==> src/rtl/sig_pkg.sv <==
package sig_pkg;
  localparam int unsigned LINE_W    = 128;
  localparam int unsigned ADDR_W    = 17;
  localparam int unsigned REG_AW    = 12;
  localparam int unsigned DATA_W    = 32;
  localparam int unsigned NUM_WORDS = LINE_W / DATA_W;
  localparam int unsigned BUSY_BIT  = 17;
  localparam int unsigned DONE_BIT  = 2;

  localparam logic [REG_AW-1:0] OFS_FIRST = 12'h020;
  localparam logic [REG_AW-1:0] OFS_LAST  = 12'h024;
  localparam logic [REG_AW-1:0] OFS_SIG0  = 12'h02C;
  localparam logic [REG_AW-1:0] OFS_STAT  = 12'hFE0;
  localparam logic [REG_AW-1:0] OFS_CLR   = 12'hFE8;

  localparam logic [LINE_W-1:0] MISR_TAPS = (LINE_W'(1) << 127) | (LINE_W'(1) << 125)
                                          | (LINE_W'(1) << 100) | LINE_W'(1);

  typedef enum logic [1:0] {SEQ_IDLE, SEQ_REQ, SEQ_WAIT} seq_state_e;
endpackage

==> src/rtl/sig_misr.sv <==
module sig_misr #(
  parameter int unsigned W = sig_pkg::LINE_W,
  parameter logic [W-1:0] TAPS = sig_pkg::MISR_TAPS
) (
  input  logic         clk_i,
  input  logic         rst_ni,
  input  logic         clr_i,
  input  logic         absorb_i,
  input  logic         capture_i,
  input  logic         zero_i,
  input  logic [W-1:0] data_i,
  output logic [W-1:0] sig_o
);
  logic [W-1:0] state_q, state_nxt, sig_q;

  assign state_nxt = {state_q[W-2:0], ^(state_q & TAPS)} ^ data_i;

  always_ff @(posedge clk_i or negedge rst_ni) begin
    if (!rst_ni)        state_q <= '0;
    else if (clr_i)     state_q <= '0;
    else if (absorb_i)  state_q <= state_nxt;
  end

  always_ff @(posedge clk_i or negedge rst_ni) begin
    if (!rst_ni)         sig_q <= '0;
    else if (zero_i)     sig_q <= '0;
    else if (capture_i)  sig_q <= state_nxt;
  end

  assign sig_o = sig_q;
endmodule

==> src/rtl/sig_seq.sv <==
module sig_seq import sig_pkg::*; #(
  parameter int unsigned AW = ADDR_W
) (
  input  logic          clk_i,
  input  logic          rst_ni,
  input  logic          go_i,
  input  logic [AW-1:0] first_i,
  input  logic [AW-1:0] last_i,
  input  logic          mem_ready_i,
  input  logic          mem_rvalid_i,
  output logic          mem_req_o,
  output logic [AW-1:0] mem_addr_o,
  output logic          busy_o,
  output logic          absorb_o,
  output logic          last_line_o,
  output logic          empty_o,
  output logic [AW-1:0] end_line_o
);
  seq_state_e state_q;
  logic [AW-1:0] cur_q, end_q;

  assign empty_o     = go_i && (last_i < first_i);
  assign absorb_o    = (state_q == SEQ_WAIT) && mem_rvalid_i;
  assign last_line_o = absorb_o && (cur_q == end_q);
  assign busy_o      = (state_q != SEQ_IDLE);
  assign mem_req_o   = (state_q == SEQ_REQ);
  assign mem_addr_o  = cur_q;
  assign end_line_o  = end_q;

  always_ff @(posedge clk_i or negedge rst_ni) begin
    if (!rst_ni) begin
      state_q <= SEQ_IDLE;
      cur_q   <= '0;
      end_q   <= '0;
    end else begin
      unique case (state_q)
        SEQ_IDLE: if (go_i && !empty_o) begin
          cur_q   <= first_i;
          end_q   <= last_i;
          state_q <= SEQ_REQ;
        end
        SEQ_REQ: if (mem_ready_i) state_q <= SEQ_WAIT;
        SEQ_WAIT: if (mem_rvalid_i) begin
          if (cur_q == end_q) state_q <= SEQ_IDLE;
          else begin
            cur_q   <= cur_q + AW'(1);
            state_q <= SEQ_REQ;
          end
        end
        default: state_q <= SEQ_IDLE;
      endcase
    end
  end
endmodule

==> src/rtl/sig_regs.sv <==
module sig_regs import sig_pkg::*; (
  input  logic              clk_i,
  input  logic              rst_ni,
  input  logic              wr_i,
  input  logic [REG_AW-1:0] addr_i,
  input  logic [DATA_W-1:0] wdata_i,
  output logic [DATA_W-1:0] rdata_o,
  input  logic              busy_i,
  input  logic              finish_i,
  input  logic [LINE_W-1:0] sig_i,
  output logic [ADDR_W-1:0] first_o,
  output logic [ADDR_W-1:0] go_last_o,
  output logic              go_o,
  output logic              done_o
);
  logic [ADDR_W-1:0] first_q, last_q;
  logic              done_q;
  logic              wr_first, wr_last, wr_clr;
  logic [DATA_W-1:0] word [NUM_WORDS];
  logic              unused_wdata;

  assign unused_wdata = ^wdata_i[DATA_W-1:BUSY_BIT+1];

  assign wr_first  = wr_i && (addr_i == OFS_FIRST);
  assign wr_last   = wr_i && (addr_i == OFS_LAST);
  assign wr_clr    = wr_i && (addr_i == OFS_CLR) && wdata_i[DONE_BIT];
  assign go_o      = wr_last && wdata_i[BUSY_BIT] && !busy_i;
  assign go_last_o = wdata_i[ADDR_W-1:0];
  assign first_o   = first_q;
  assign done_o    = done_q;

  always_ff @(posedge clk_i or negedge rst_ni) begin
    if (!rst_ni) begin
      first_q <= '0;
      last_q  <= '0;
      done_q  <= 1'b0;
    end else begin
      if (wr_first)            first_q <= wdata_i[ADDR_W-1:0];
      if (wr_last && !busy_i)  last_q  <= wdata_i[ADDR_W-1:0];
      if (finish_i)            done_q  <= 1'b1;
      else if (go_o || wr_clr) done_q  <= 1'b0;
    end
  end

  for (genvar g = 0; g < NUM_WORDS; g++) begin : g_word
    assign word[g] = sig_i[g*DATA_W +: DATA_W];
  end

  always_comb begin
    rdata_o = '0;
    if (addr_i == OFS_FIRST) rdata_o[ADDR_W-1:0] = first_q;
    if (addr_i == OFS_LAST) begin
      rdata_o[ADDR_W-1:0] = last_q;
      rdata_o[BUSY_BIT]   = busy_i;
    end
    if (addr_i == OFS_STAT) rdata_o[DONE_BIT] = done_q;
    for (int i = 0; i < NUM_WORDS; i++)
      if (addr_i == OFS_SIG0 + REG_AW'(4 * i)) rdata_o = word[i];
  end
endmodule

==> src/rtl/mem_sig_gen.sv <==
module mem_sig_gen import sig_pkg::*; (
  input  logic              clk_i,
  input  logic              rst_ni,
  input  logic              reg_wr_i,
  input  logic [REG_AW-1:0] reg_addr_i,
  input  logic [DATA_W-1:0] reg_wdata_i,
  output logic [DATA_W-1:0] reg_rdata_o,
  output logic              mem_req_o,
  input  logic              mem_ready_i,
  output logic [ADDR_W-1:0] mem_addr_o,
  input  logic              mem_rvalid_i,
  input  logic [LINE_W-1:0] mem_rdata_i
);
  logic              busy, done, go, absorb, last_line, empty;
  logic [ADDR_W-1:0] first_line, go_last, end_line;
  logic [LINE_W-1:0] sig_q;

  sig_regs u_regs (
    .clk_i, .rst_ni,
    .wr_i      (reg_wr_i),
    .addr_i    (reg_addr_i),
    .wdata_i   (reg_wdata_i),
    .rdata_o   (reg_rdata_o),
    .busy_i    (busy),
    .finish_i  (last_line || empty),
    .sig_i     (sig_q),
    .first_o   (first_line),
    .go_last_o (go_last),
    .go_o      (go),
    .done_o    (done)
  );

  sig_seq #(.AW(ADDR_W)) u_seq (
    .clk_i, .rst_ni,
    .go_i         (go),
    .first_i      (first_line),
    .last_i       (go_last),
    .mem_ready_i  (mem_ready_i),
    .mem_rvalid_i (mem_rvalid_i),
    .mem_req_o    (mem_req_o),
    .mem_addr_o   (mem_addr_o),
    .busy_o       (busy),
    .absorb_o     (absorb),
    .last_line_o  (last_line),
    .empty_o      (empty),
    .end_line_o   (end_line)
  );

  sig_misr #(.W(LINE_W), .TAPS(MISR_TAPS)) u_misr (
    .clk_i, .rst_ni,
    .clr_i     (go),
    .absorb_i  (absorb),
    .capture_i (last_line),
    .zero_i    (empty),
    .data_i    (mem_rdata_i),
    .sig_o     (sig_q)
  );
endmodule

==> config.mk <==
export PLATFORM = sky130hd
export DESIGN_NAME = mem_sig_gen
export DESIGN_NICKNAME = d
export VERILOG_FILES = /design/src/rtl/sig_pkg.sv /design/src/rtl/sig_misr.sv /design/src/rtl/sig_seq.sv /design/src/rtl/sig_regs.sv /design/src/rtl/mem_sig_gen.sv
export SDC_FILE = /design/constraint.sdc
export NUM_CORES = 1
export LEC_CHECK = 0
export BUFFER_PORTS_ARGS = -buffer_cell sky130_fd_sc_hd__buf_2
export CORE_MARGIN = 5
export CORE_UTILIZATION = 50
export DETAILED_ROUTE_END_ITERATION = 16
export PLACE_DENSITY = 0.77
export SKIP_CTS_REPAIR_TIMING = 1
export SYNTH_ARGS = -nofsm -noshare
export SYNTH_HDL_FRONTEND = slang
export SYNTH_HIERARCHICAL = 1
export SYNTH_SLANG_ARGS = --single-unit
==> constraint.sdc <==
create_clock -name clk_i -period 4.2 [get_ports clk_i]
set_input_delay 1.26 -clock clk_i [delete_from_list [all_inputs] [get_ports clk_i]]
set_output_delay 1.26 -clock clk_i [all_outputs]
set_load 0.005 [all_outputs]
==> out/summary.txt <==
Syn Inst Count - 1652
Slowest-stage cell, CP - or4_4
CP required - 2.94 ns
FFs w/ async S/R, synth - 1.00
Routed WL - 48.1 mm
Slew Viols, Final - 0
min cycle time layout - 4.18 ns
clock skew - 0.0160 ns
All-Layer GR Usage - 0.253
RR Startpoint - u_seq/state_q[1]$_DFFE_PN0P_
count leader, synth - dfrtp_1
vias in the first global route - 13058
most used cell, CP - buf_2
Final #Nets - 2013
initial drt markers - 1177
met3 routed WL - 3.35 mm
chip height - 193 um
Reg clk slew, reported paths - 0.06 ns
final core occ - 0.588
max-cap violations - 0
routed vias/inst - 5.86
setup_tns - 0 ns
die footprint - 37200 sq um
CTS sink cnt - 327
Slew Limit Headroom - 0.454
EDFF count, synth - 0
actual slew at the worst max-slew pin - 0.815 ns
HP Class - reg -> reg
CP startpoint - reg_addr_i[9]
IO Count - 227
Initial Utilization - 0.502
DR vias - 13432
pin count of the biggest net entering global routing - 184
Port Buffer Count - 212
design area - 19600 sq um
Area contributors post-synth - dfrtp_1 (49%), a211oi_1 (11%), xnor2_1 (7.5%)
most used flip-flop cell after synthesis - dfrtp_1
Initial DRT Pass Iterations - 6
root buffer cell - clkbuf_16
clk buf depth - 3
final setup fails - 0
Die Wd - 193 um
DRT met1 WL - 20.0 mm
fin crit share - 0.995
Static Leak - 8.26 nW
unique cell type count in the Yosys netlist - 73
final hold slack - 0.498 ns
Placed Area - 18300 sq um
Post-Syn Area - 16700 sq um
Worst setup SP type - input port
Synth Area per Inst - 10.1 sq um
total power - 10.1 mW
post-synthesis sequential element count - 327
DRC Markers - 0
YS warnings - 6
met2 wire len - 22.8 mm
post-synthesis net count - 1846
dpl hpwl - 34.1 mm
VDD IR-drop max - 0.278 mV
endpoint class of the critical path - primary output
post-route ant nets - 0
Peak Freq - 239 MHz
clock latency at the later pin of the worst-skew pair - 0.52 ns
leading area contributor after synthesis - dfrtp_1
final hold violation count - 0
worst path arrival time - 2.92 ns
gr ovfl total - 0
Hold Startpoint - u_regs/last_q[5]$_DFFE_PN0P_
Num CTS Buffers - 37
CTS tree - done
top cells by count, synth - dfrtp_1 (327), nor2_1 (312), a211oi_1 (254)
Crit Path Class - in -> out
crit-path max FO - 8
GP Congestion - 0.949
row cnt - 67
area grow syn2layout - 17.1%
H-tree levels - 2
first-pass GRT wire length - 73.5 mm
Core ar. - 33300 sq um
crit-path cells - buf_2 > or4_4 > nor3_2 > buf_4 > nand2_1 > a22oi_1 > buf_2
Seq/Total Area, Yosys - 0.489
DR top layer - met5
share of post-route cells with drive strength above 1 - 0.236
Pwr Density - 515 nW/um^2
share of the synthesized area in the top cell type - 0.489
max incr delay on CP - 0.60 ns
wire per inst - 21.0 um
status - finished, final reports clean
antenna violations before repair - 4
## worst paths after layout
path,to,slack [ns],cells past startpoint
worst max-delay path,reg_rdata_o[8],0.02,7
worst min-delay path,u_regs/last_q[5]$_DFFE_PN0P_,0.50,1
worst max register to register,u_seq/mem_addr_o[15]$_DFFE_PN0P_,1.21,11
worst min register to register,u_regs/last_q[5]$_DFFE_PN0P_,0.50,1
max in group asynchronous,u_misr/sig_o[105]$_DFFE_PN0P_,2.47,3
min in group asynchronous,u_seq/mem_addr_o[12]$_DFFE_PN0P_,0.77,1
## cells in the final DEF (no fill, tap or decap), drive strengths merged, types with 4 or more instances in the layout
| master | Yosys | layout |
|---|---|---|
| and3 | 6 | 6 |
| a21oi | 53 | 53 |
| nor2b | 4 | 4 |
| a22o | 9 | 9 |
| inv | 23 | 24 |
| clkinv | 0 | 4 |
| ha | 17 | 17 |
| o41ai | 10 | 10 |
| a32oi | 8 | 8 |
| nand3 | 22 | 22 |
| a2bb2oi | 10 | 10 |
| o21ai | 29 | 29 |
| nand2b | 5 | 5 |
| clkbuf | 71 | 53 |
| buf | 80 | 279 |
| a41oi | 14 | 14 |
| nor3b | 13 | 13 |
| o22ai | 23 | 23 |
| nor2 | 313 | 313 |
| mux2i | 5 | 5 |
| nor3 | 8 | 8 |
| a211oi | 255 | 255 |
| a31oi | 4 | 4 |
| nand4 | 13 | 13 |
| dfrtp | 327 | 327 |
| or2 | 9 | 9 |
| xnor2 | 143 | 143 |
| xor2 | 4 | 4 |
| nand2 | 58 | 58 |
| mux2 | 69 | 69 |
| a22oi | 10 | 10 |
## per-stage QoR
| stage | setup WS [ns] | instances |
|---|---|---|
| after CTS | 0.0130 | 2288 |
| after floorplan | 0.302 | 1652 |
| after detailed placement | 0.0192 | 2227 |
| final | 0.0226 | 2292 |
| after global routing | -0.0460 | 2292 |
| after global placement | 0.0375 | 2227 |
## cells by family (layout without fill, tap and decap cells)
kind of cell | after synthesis | after routing | synth area share
buffers and inverters | 174 | 363 | 0.0489
XOR/XNOR | 147 | 147 | 0.0770
multiplexers | 74 | 74 | 0.0540
AND/OR/NAND/NOR | 472 | 472 | 0.128
other | 0 | 3 | 0
adder cells (fa/ha/maj) | 17 | 17 | 0.0127
AO/OA/AOI/OAI | 441 | 441 | 0.190
flip-flops | 327 | 327 | 0.489
## metal layers
| layer | vias up | GRT usage |
|---|---|---|
| met5 | - | 0 |
| met4 | 2 | 0.0965 |
| met3 | 100 | 0.0421 |
| met2 | 542 | 0.398 |
| met1 | 6522 | 0.352 |
| li1 | 6266 | - |
## cell type report
cell class	count	area (sq um)
clock buffer	53	1080
timing repair buffer	279	1770
inverter	23	88.8
sequential	327	8180
fill	2806	13700
antenna	3	7.51
tap	448	561
clock inverter	8	55.1
multi-input combinational	1151	7830
## sequential cells by signal (all words and copies together) (netlist names)
register and flops:
u_seq/end_line_o 17, u_seq/mem_addr_o 17, u_misr/state_q 128, u_regs/first_o 17, u_regs/done_o 1, u_misr/sig_o 128, u_regs/last_q 17, u_seq/state_q 2
## worst max-delay path, delay by kind of cell
| kind | cells | cell delay, ns |
|---|---|---|
| buf+inv | 3 | 0.47 |
| simple gates | 3 | 0.86 |
| compound gates | 1 | 0.31 |
## power breakdown
| group | leakage, nW | switching (mW) | internal, mW |
|---|---|---|---|
| clock | 0.548 | 1.27 | 1.78 |
| combinational | 3.62 | 1.25 | 1.16 |
| sequential | 4.09 | 0.672 | 3.95 |
Note: power is estimated with default switching activity, not from simulation.
